### src/rtl/zmute_pkg.sv
package zmute_pkg;

   typedef enum logic [1:0] {
      MSEL_LOW      = 2'b00,
      MSEL_HIGH     = 2'b01,
      MSEL_FLOAT    = 2'b10,
      MSEL_HIGH_ALT = 2'b11
   } msel_e;

   // Mute priority: low overrides the latch, high forces, floating defers to the latch.
   function automatic logic mute_request(input msel_e sel, input logic latch);
      case (sel)
         MSEL_LOW:   return 1'b0;
         MSEL_FLOAT: return latch;
         default:    return 1'b1;
      endcase
   endfunction

endpackage

### src/rtl/zmute_zero_run.sv
module zmute_zero_run #(
   parameter int SAMPLE_W = 24,
   parameter int RUN_LEN  = 1024
) (
   input  logic                clk,
   input  logic                rst_n,
   input  logic                smp_valid,
   input  logic [SAMPLE_W-1:0] smp_left,
   input  logic [SAMPLE_W-1:0] smp_right,
   output logic                latch_q
);
   localparam int CNT_W = $clog2(RUN_LEN) + 1;
   localparam logic [CNT_W-1:0] RUN_MAX  = CNT_W'(RUN_LEN);
   localparam logic [CNT_W-1:0] RUN_LAST = CNT_W'(RUN_LEN - 1);

   if (RUN_LEN < 2) begin : g_bad_run
      $error("zmute_zero_run: RUN_LEN must be at least 2");
   end

   logic [CNT_W-1:0] run_q;
   logic             both_zero;

   assign both_zero = (smp_left == '0) && (smp_right == '0);

   always_ff @(posedge clk or negedge rst_n) begin
      if (!rst_n) begin
         run_q   <= '0;
         latch_q <= 1'b0;
      end else if (smp_valid) begin
         if (both_zero) begin
            if (run_q != RUN_MAX) run_q <= run_q + 1'b1;
            if (run_q >= RUN_LAST) latch_q <= 1'b1;
         end else begin
            run_q   <= '0;
            latch_q <= 1'b0;
         end
      end
   end

endmodule

### src/rtl/zmute_gain_ramp.sv
module zmute_gain_ramp #(
   parameter int GAIN_W = 10,
   parameter int STEP   = 1
) (
   input  logic            clk,
   input  logic            rst_n,
   input  logic            smp_valid,
   input  logic            mute_req,
   output logic [GAIN_W:0] gain_q
);
   localparam int GW1 = GAIN_W + 1;
   localparam logic [GAIN_W:0] UNITY  = GW1'(1) << GAIN_W;
   localparam logic [GAIN_W:0] STEP_V = GW1'(STEP);
   localparam logic [GAIN_W:0] UP_LIM = UNITY - STEP_V;

   if (STEP < 1 || STEP > (1 << GAIN_W)) begin : g_bad_step
      $error("zmute_gain_ramp: STEP out of range");
   end

   logic [GAIN_W:0] gain_d;

   always_comb begin
      if (mute_req) gain_d = (gain_q > STEP_V) ? gain_q - STEP_V : '0;
      else          gain_d = (gain_q >= UP_LIM) ? UNITY : gain_q + STEP_V;
   end

   always_ff @(posedge clk or negedge rst_n) begin
      if (!rst_n)         gain_q <= UNITY;
      else if (smp_valid) gain_q <= gain_d;
   end

endmodule

### src/rtl/zmute_scale.sv
module zmute_scale #(
   parameter int SAMPLE_W = 24,
   parameter int GAIN_W   = 10,
   parameter bit ROUND_EN = 1'b1
) (
   input  logic [SAMPLE_W-1:0] smp_in,
   input  logic [GAIN_W:0]     gain,
   output logic [SAMPLE_W-1:0] smp_out
);
   localparam int PW = SAMPLE_W + GAIN_W + 2;

   logic signed [PW-1:0] s_ext, g_ext, prod, biased;

   assign s_ext = {{(GAIN_W + 2){smp_in[SAMPLE_W-1]}}, smp_in};
   assign g_ext = {{(SAMPLE_W + 1){1'b0}}, gain};
   assign prod  = s_ext * g_ext;

   if (ROUND_EN) begin : g_round
      localparam logic signed [PW-1:0] HALF = {{(PW - GAIN_W){1'b0}}, 1'b1, {(GAIN_W - 1){1'b0}}};
      assign biased = prod + HALF;
   end else begin : g_trunc
      assign biased = prod;
   end

   assign smp_out = biased[GAIN_W +: SAMPLE_W];

endmodule

### src/rtl/zmute_ctrl.sv
module zmute_ctrl
   import zmute_pkg::*;
#(
   parameter int SAMPLE_W = 24,
   parameter int GAIN_W   = 10,
   parameter int STEP     = 1,
   parameter int RUN_LEN  = 1024,
   parameter bit ROUND_EN = 1'b1
) (
   input  logic                clk,
   input  logic                rst_n,
   input  logic                in_valid,
   input  logic [SAMPLE_W-1:0] in_left,
   input  logic [SAMPLE_W-1:0] in_right,
   input  logic [1:0]          mute_sel,
   output logic                out_valid,
   output logic [SAMPLE_W-1:0] out_left,
   output logic [SAMPLE_W-1:0] out_right,
   output logic                automuted
);
   localparam int NCH = 2;

   if (SAMPLE_W < 8 || GAIN_W < 2) begin : g_bad_width
      $error("zmute_ctrl: SAMPLE_W or GAIN_W too small");
   end

   logic            mute_req;
   logic [GAIN_W:0] gain;
   logic [SAMPLE_W-1:0] ch_in  [NCH];
   logic [SAMPLE_W-1:0] ch_out [NCH];
   logic [SAMPLE_W-1:0] ch_q   [NCH];

   assign mute_req = mute_request(msel_e'(mute_sel), automuted);

   zmute_zero_run #(.SAMPLE_W(SAMPLE_W), .RUN_LEN(RUN_LEN)) u_zero (
      .clk(clk), .rst_n(rst_n), .smp_valid(in_valid),
      .smp_left(in_left), .smp_right(in_right), .latch_q(automuted));

   zmute_gain_ramp #(.GAIN_W(GAIN_W), .STEP(STEP)) u_ramp (
      .clk(clk), .rst_n(rst_n), .smp_valid(in_valid),
      .mute_req(mute_req), .gain_q(gain));

   assign ch_in[0] = in_left;
   assign ch_in[1] = in_right;

   for (genvar c = 0; c < NCH; c++) begin : g_ch
      zmute_scale #(.SAMPLE_W(SAMPLE_W), .GAIN_W(GAIN_W), .ROUND_EN(ROUND_EN)) u_scale (
         .smp_in(ch_in[c]), .gain(gain), .smp_out(ch_out[c]));

      always_ff @(posedge clk or negedge rst_n) begin
         if (!rst_n)        ch_q[c] <= '0;
         else if (in_valid) ch_q[c] <= ch_out[c];
      end
   end

   always_ff @(posedge clk or negedge rst_n) begin
      if (!rst_n) out_valid <= 1'b0;
      else        out_valid <= in_valid;
   end

   assign out_left  = ch_q[0];
   assign out_right = ch_q[1];

endmodule

### config.mk
export PLATFORM = sky130hd
export DESIGN_NAME = zmute_ctrl
export DESIGN_NICKNAME = d
export VERILOG_FILES = /design/src/rtl/zmute_pkg.sv /design/src/rtl/zmute_zero_run.sv /design/src/rtl/zmute_gain_ramp.sv /design/src/rtl/zmute_scale.sv /design/src/rtl/zmute_ctrl.sv
export SDC_FILE = /design/constraint.sdc
export NUM_CORES = 1
export LEC_CHECK = 0
export BUFFER_PORTS_ARGS = -buffer_cell sky130_fd_sc_hd__buf_2
export CELL_PAD_IN_SITES_DETAIL_PLACEMENT = 0
export CELL_PAD_IN_SITES_GLOBAL_PLACEMENT = 1
export CORE_MARGIN = 3
export CORE_UTILIZATION = 50
export CTS_CLUSTER_DIAMETER = 50
export DETAILED_ROUTE_END_ITERATION = 16
export PLACE_DENSITY_LB_ADDON = 0.1
export SKIP_CTS_REPAIR_TIMING = 1
export SLEW_MARGIN = 20
export SYNTH_ARGS = -nofsm -noshare
export SYNTH_HDL_FRONTEND = slang
export SYNTH_HIERARCHICAL = 1
export SYNTH_SLANG_ARGS = --single-unit
### constraint.sdc
create_clock -name clk -period 7.9 [get_ports clk]
set_input_delay 0.395 -clock clk [delete_from_list [all_inputs] [get_ports clk]]
set_output_delay 0.395 -clock clk [all_outputs]
set_load 0.01 [all_outputs]
After elaboration in Yosys (flattened, before gate mapping)
Index checks and enable logic that the tools add are counted.
- add/sub/neg operators: 5
- multipliers: 2
- $lt $le $gt $ge: 3
- equal/unequal tests: 4
- multiplexer cells: 8
- reductions and logical operators: 6
- operator list (operator ; number):
    34-bit by 11-bit adder with 34-bit output (second input constant) ; 2
    24-bit by 12-bit multiplier with 34-bit output ; 2
    11-bit two-way mux ; 5
    24-bit logical NOT ; 2
    11-bit by 1-bit adder with 11-bit output (second input constant) ; 2
    11-bit by 10-bit >= comparator with 1-bit output (second input constant) ; 2
    11-bit by 1-bit greater-than comparator with 1-bit output (second input constant) ; 1
    11-bit != test (second input constant) ; 1
    11-bit by 1-bit subtractor with 11-bit output (second input constant) ; 1
    2-bit != test (second input constant) ; 2
    2-bit AND reduction ; 2
    2-bit equality test (second input constant) ; 1
    2-bit logical NOT ; 1
    1-bit two-way mux ; 2
    1-bit one-hot mux with 2 select lines ; 1
    1-bit logical AND ; 1
- register bits: 72
- input port bits: 53
- output and inout bits: 50
- word-level logic and storage cells: 34

Logic depth before layout (Yosys ltp)
- word-level depth: 4
- gate-level depth with buffers: 23
- gate-level depth less buffers: 21

Modules after synthesis
The synthesis kept the hierarchy.
- modules (own cells, without submodules) (module ; instances ; cells each ; area an instance (µm²) ; seq. area each (µm²)):
    zmute_scale (g_ch[0].u_scale) ; 1 ; 1029 ; 9077.5 ; 0.0
    zmute_scale (g_ch[1].u_scale) ; 1 ; 1023 ; 9016.1 ; 0.0
    zmute_ctrl ; 1 ; 103 ; 1893.1 ; 1226.2
    zmute_gain_ramp ; 1 ; 123 ; 1014.7 ; 276.5
    zmute_zero_run ; 1 ; 109 ; 937.1 ; 300.3

Least setup slack after synthesis
No wires, ideal clock.
- path kind: reg2reg
- start point: register u_ramp.gain_q[4]
- end point: register ch_q (netlist bit out_right[23])
- setup time: 0.125 ns
- arrival time: 5.458 ns
- required time: 7.775 ns
- slack: 2.318 ns
- cell stages (with the launch flop): 20
- path buffers: 1
- clock period less this slack: 5.582 ns
- cell sequence: dfrtp_1 > clkbuf_1 > nand2_1 > fa_1 > fa_1 > inv_1 > fa_1 > fa_1 > inv_1 > fa_1 > inv_1 > ha_1 > a21o_1 > and3_1 > or3_1 > o21ba_1 > a311o_1 > a21oi_2 > xnor2_1 > mux2_2
- RTL lines (item ; line ; text):
    from (decl) ; zmute_gain_ramp.sv:9 ; output logic [GAIN_W:0] gain_q
    from (signal assigned) ; zmute_gain_ramp.sv:29 ; else if (smp_valid) gain_q <= gain_d;
    to (signal, indexed assignment) ; zmute_ctrl.sv:52 ; else if (in_valid) ch_q[c] <= ch_out[c];
    to (decl) ; zmute_ctrl.sv:31 ; logic [SAMPLE_W-1:0] ch_q [NCH];

==> impl_results.md <==
- Outcome: completed
- Fin. max-slew vios: 0
- RSZ-0062 raised after global routing: false
- Post-synthesis cell type count: 96
- Initial Utilization: 50.8%
- Sequential area share after synthesis: 8.22%
- CP max stage cell: dfrtp_1
- Final Critical Period: 6.54 ns
- Most frequent cells in the layout: 560 x inv_1, 448 x fa_1, 302 x nand2_1
- R2R depth: 18
- Setup crit start kind: flip-flop
- Reg2reg setup slack: 1.36 ns
- GPL Wtd Cong: 0.847
- H-tree Lvls: 3
- CP peak stage delay: 0.92 ns
- WL per Instance: 17.5 um
- Number of flops mapped to enable cells by yosys: 0
- Tightest Hold Check Type: input port to async pin
- Max_cap viols: 0
- Gr ovfl total: 0
- Placed cell count: 2981
- FF-to-FF End: out_left[23]
- CP Capture Type: flip-flop
- FILL cells: about 4200
- CP Launch Point: u_ramp/gain_q[8]
- Buffers & Inverters on Critical Path: 3
- Final setup TNS: 0 ns
- R2R Path Start: u_ramp/gain_q[8]
- Cell Area, Synth: around 22000 um2
- First-pass GRT wire length: 90.5 mm
- Worst Max-Slew Pin Slew: 1.04 ns
- ANT cells: 0
- Clk_lat worst skew: 0.38 ns
- Number of global-route vias before repair: about 18000
- CTS tree: built
- CTS root buf: clkbuf_16
- Iteration-0 DRC Markers: 820
- Num CTS Buffers: 9
- Ys async rst share: 100%
- Initial antenna violation count: 0
- Top cell type's share of synthesized area: 40.9%
- Crit path cell chain: buf_4 > and2_1 > fa_1 > fa_1 > fa_1 > fa_1 > inv_1 > fa_1 > inv_1 > ha_1 > a21oi_1 > and2_1 > a2bb2oi_1 > o211ai_2 > a21oi_2 > o21a_2 > o211ai_1 > mux2_2
- WS Path Type: flip-flop to flip-flop
- CORE AREA: 43200 um2
- # IOs: 103
- Die H: 215 um
- Flops & latches, synth: 72
- Antenna Nets Post-Route: 0
- Layout cells sized above 1: 9.66%
- Period utilization: 82.7%
- Clock Skew: 0.0105 ns
- Total global routing track utilization: between 20 and 25%
- Synth-to-Final Area Change: 5.55%
- Crit path max-delay family: adder cells
- Largest net degree at the start of global routing: 54
- Yosys warns: 6
- Syn Nets: slightly above 3000
- Worst Path Arrival: 6.80 ns
- Crit-path max FO: 25
- Die Span X: 215 um
- Buffers on Ports: approximately 100
- Setup-failing EPs final: 0
- Achievable Freq: between 150 and 200 MHz
- DRC viols: 0
- CP Depth: 18
- # nets final: 3094
- Commonest non-fill, non-tap cell in the layout: inv_1
- Clock Pin Slew Worst Setup and Hold Paths: 0.07 ns
- Most common cell on crit path: fa_1
- Fin util: 53.6%
- # rows: 76
- Full die area: about 46000 um2
- Mapped Cells: 2387
- Clock Sinks: 72
- Slew Limit Headroom: 30.7%
- Fin. Hold Viols: 0
- Top cell type by total area after synthesis: fa_1
- Synth area leaders: fa_1 41%, ha_1 11%, inv_1 9.6%
- Critical Path RT: just over 8 ns
- Syn_area_per_cell: 9.19 um2
- Top FF cell, synth: dfrtp_1
- DP HPWL: 41.8 mm
- Max Root-Sink Buffers: 2
- DR vias: 15800
- Layout Cells excl Fill: approximately 3000
- Drt total wl: 52.6 mm
- Pre-Repair DR Iteration Count: 5
- Via-per-instance ratio: 5.27
worst max-delay path by stage:
| stage | slack, ns | endpoint |
|---|---|---|
| after floorplan | 2.32 | out_right[23] |
| after detailed placement | 1.43 | out_left[22] |
| after global placement | 1.52 | out_right[17] |
| after CTS | 1.38 | out_right[17] |
| after global routing | 1.02 | out_right[17] |
| final | 1.36 | out_left[23] |
synthesized netlist by cell type, types with 5 or more instances:
cell        n
o21ai_0    24
nand2b_1    9
clkbuf_1   96
nand3_1    17
a21o_1     12
o21ai_1     5
a41oi_1     9
nor2_1     39
nor2b_1     7
nor4_1     19
and2_1    257
a221oi_1    5
mux2i_1     5
mux2_4     20
a211oi_1    6
o211ai_1    5
buf_4       5
ha_1      185
o22ai_1     6
nand2_1   302
a31oi_1     7
xnor2_1    44
inv_1     560
and3_1      7
a21oi_1    35
fa_1      448
nand4_1    12
nor3_1     14
buf_2       7
dfrtp_1    71
mux2_2     29
and4_1      7
xor2_1     18
through the flow:
stage	hold WS [ns]	area (um2)	setup WS, ns
after global placement	0.308	22900	1.52
after CTS	-0.0987	23100	1.38
after floorplan	0.0994	21900	2.32
after detailed placement	0.319	22900	1.43
after global routing	0.503	23200	1.02
final	0.464	23200	1.36
area by class of cell:
| type | instances | area [um2] | area share, % |
|---|---|---|---|
| Clock buffer | 9 | 225 | 0.973 |
| Clock inverter | 6 | 67.6 | 0.292 |
| Multi-Input combinational cell | 1641 | 17500 | 75.8 |
| Timing Repair Buffer | 123 | 676 | 2.92 |
| Tap cell | 585 | 732 | 3.16 |
| Sequential cell | 72 | 1810 | 7.81 |
| Inverter | 561 | 2110 | 9.09 |
worst register-to-register path, delay by kind of cell, from the launching register on:
family | cells | cell delay, ns
simple gates | 2 | 0.42
mux | 1 | 0.27
flops | 1 | 0.92
fa+ha+maj | 6 | 2.91
compound gates | 6 | 1.40
buf+inv | 3 | 0.53
sequential cells by signal, summed over array words and instances, names as in the netlist:
| signal | flops |
|---|---|
| u_zero/run_q | 11 |
| out_right | 24 |
| out_valid | 1 |
| out_left | 24 |
| u_ramp/gain_q | 11 |
| u_zero/latch_q | 1 |
logic make-up (layout without fill, tap and decap cells):
group | Yosys count | after routing | synth area share [%]
buffers and inverters | 674 | 699 | 11.8
AND/OR/NAND/NOR | 715 | 715 | 16.7
multiplexers | 54 | 54 | 3.09
flip-flops | 72 | 72 | 8.22
AO/OA/AOI/OAI | 177 | 177 | 6.24
XOR/XNOR | 62 | 62 | 2.48
adder cells (fa/ha/maj) | 633 | 633 | 51.4
per-layer routing:
layer | global-route usage, % | share of wire (%)
met1 | 31.8 | 43
met2 | 43.4 | 51
met3 | 4.21 | 5.2
met4 | 4.69 | 1.5
met5 | 0 | 0
Power is not shown: default switching activity piles up to over one toggle a cycle in this logic, so the estimate is an artifact.
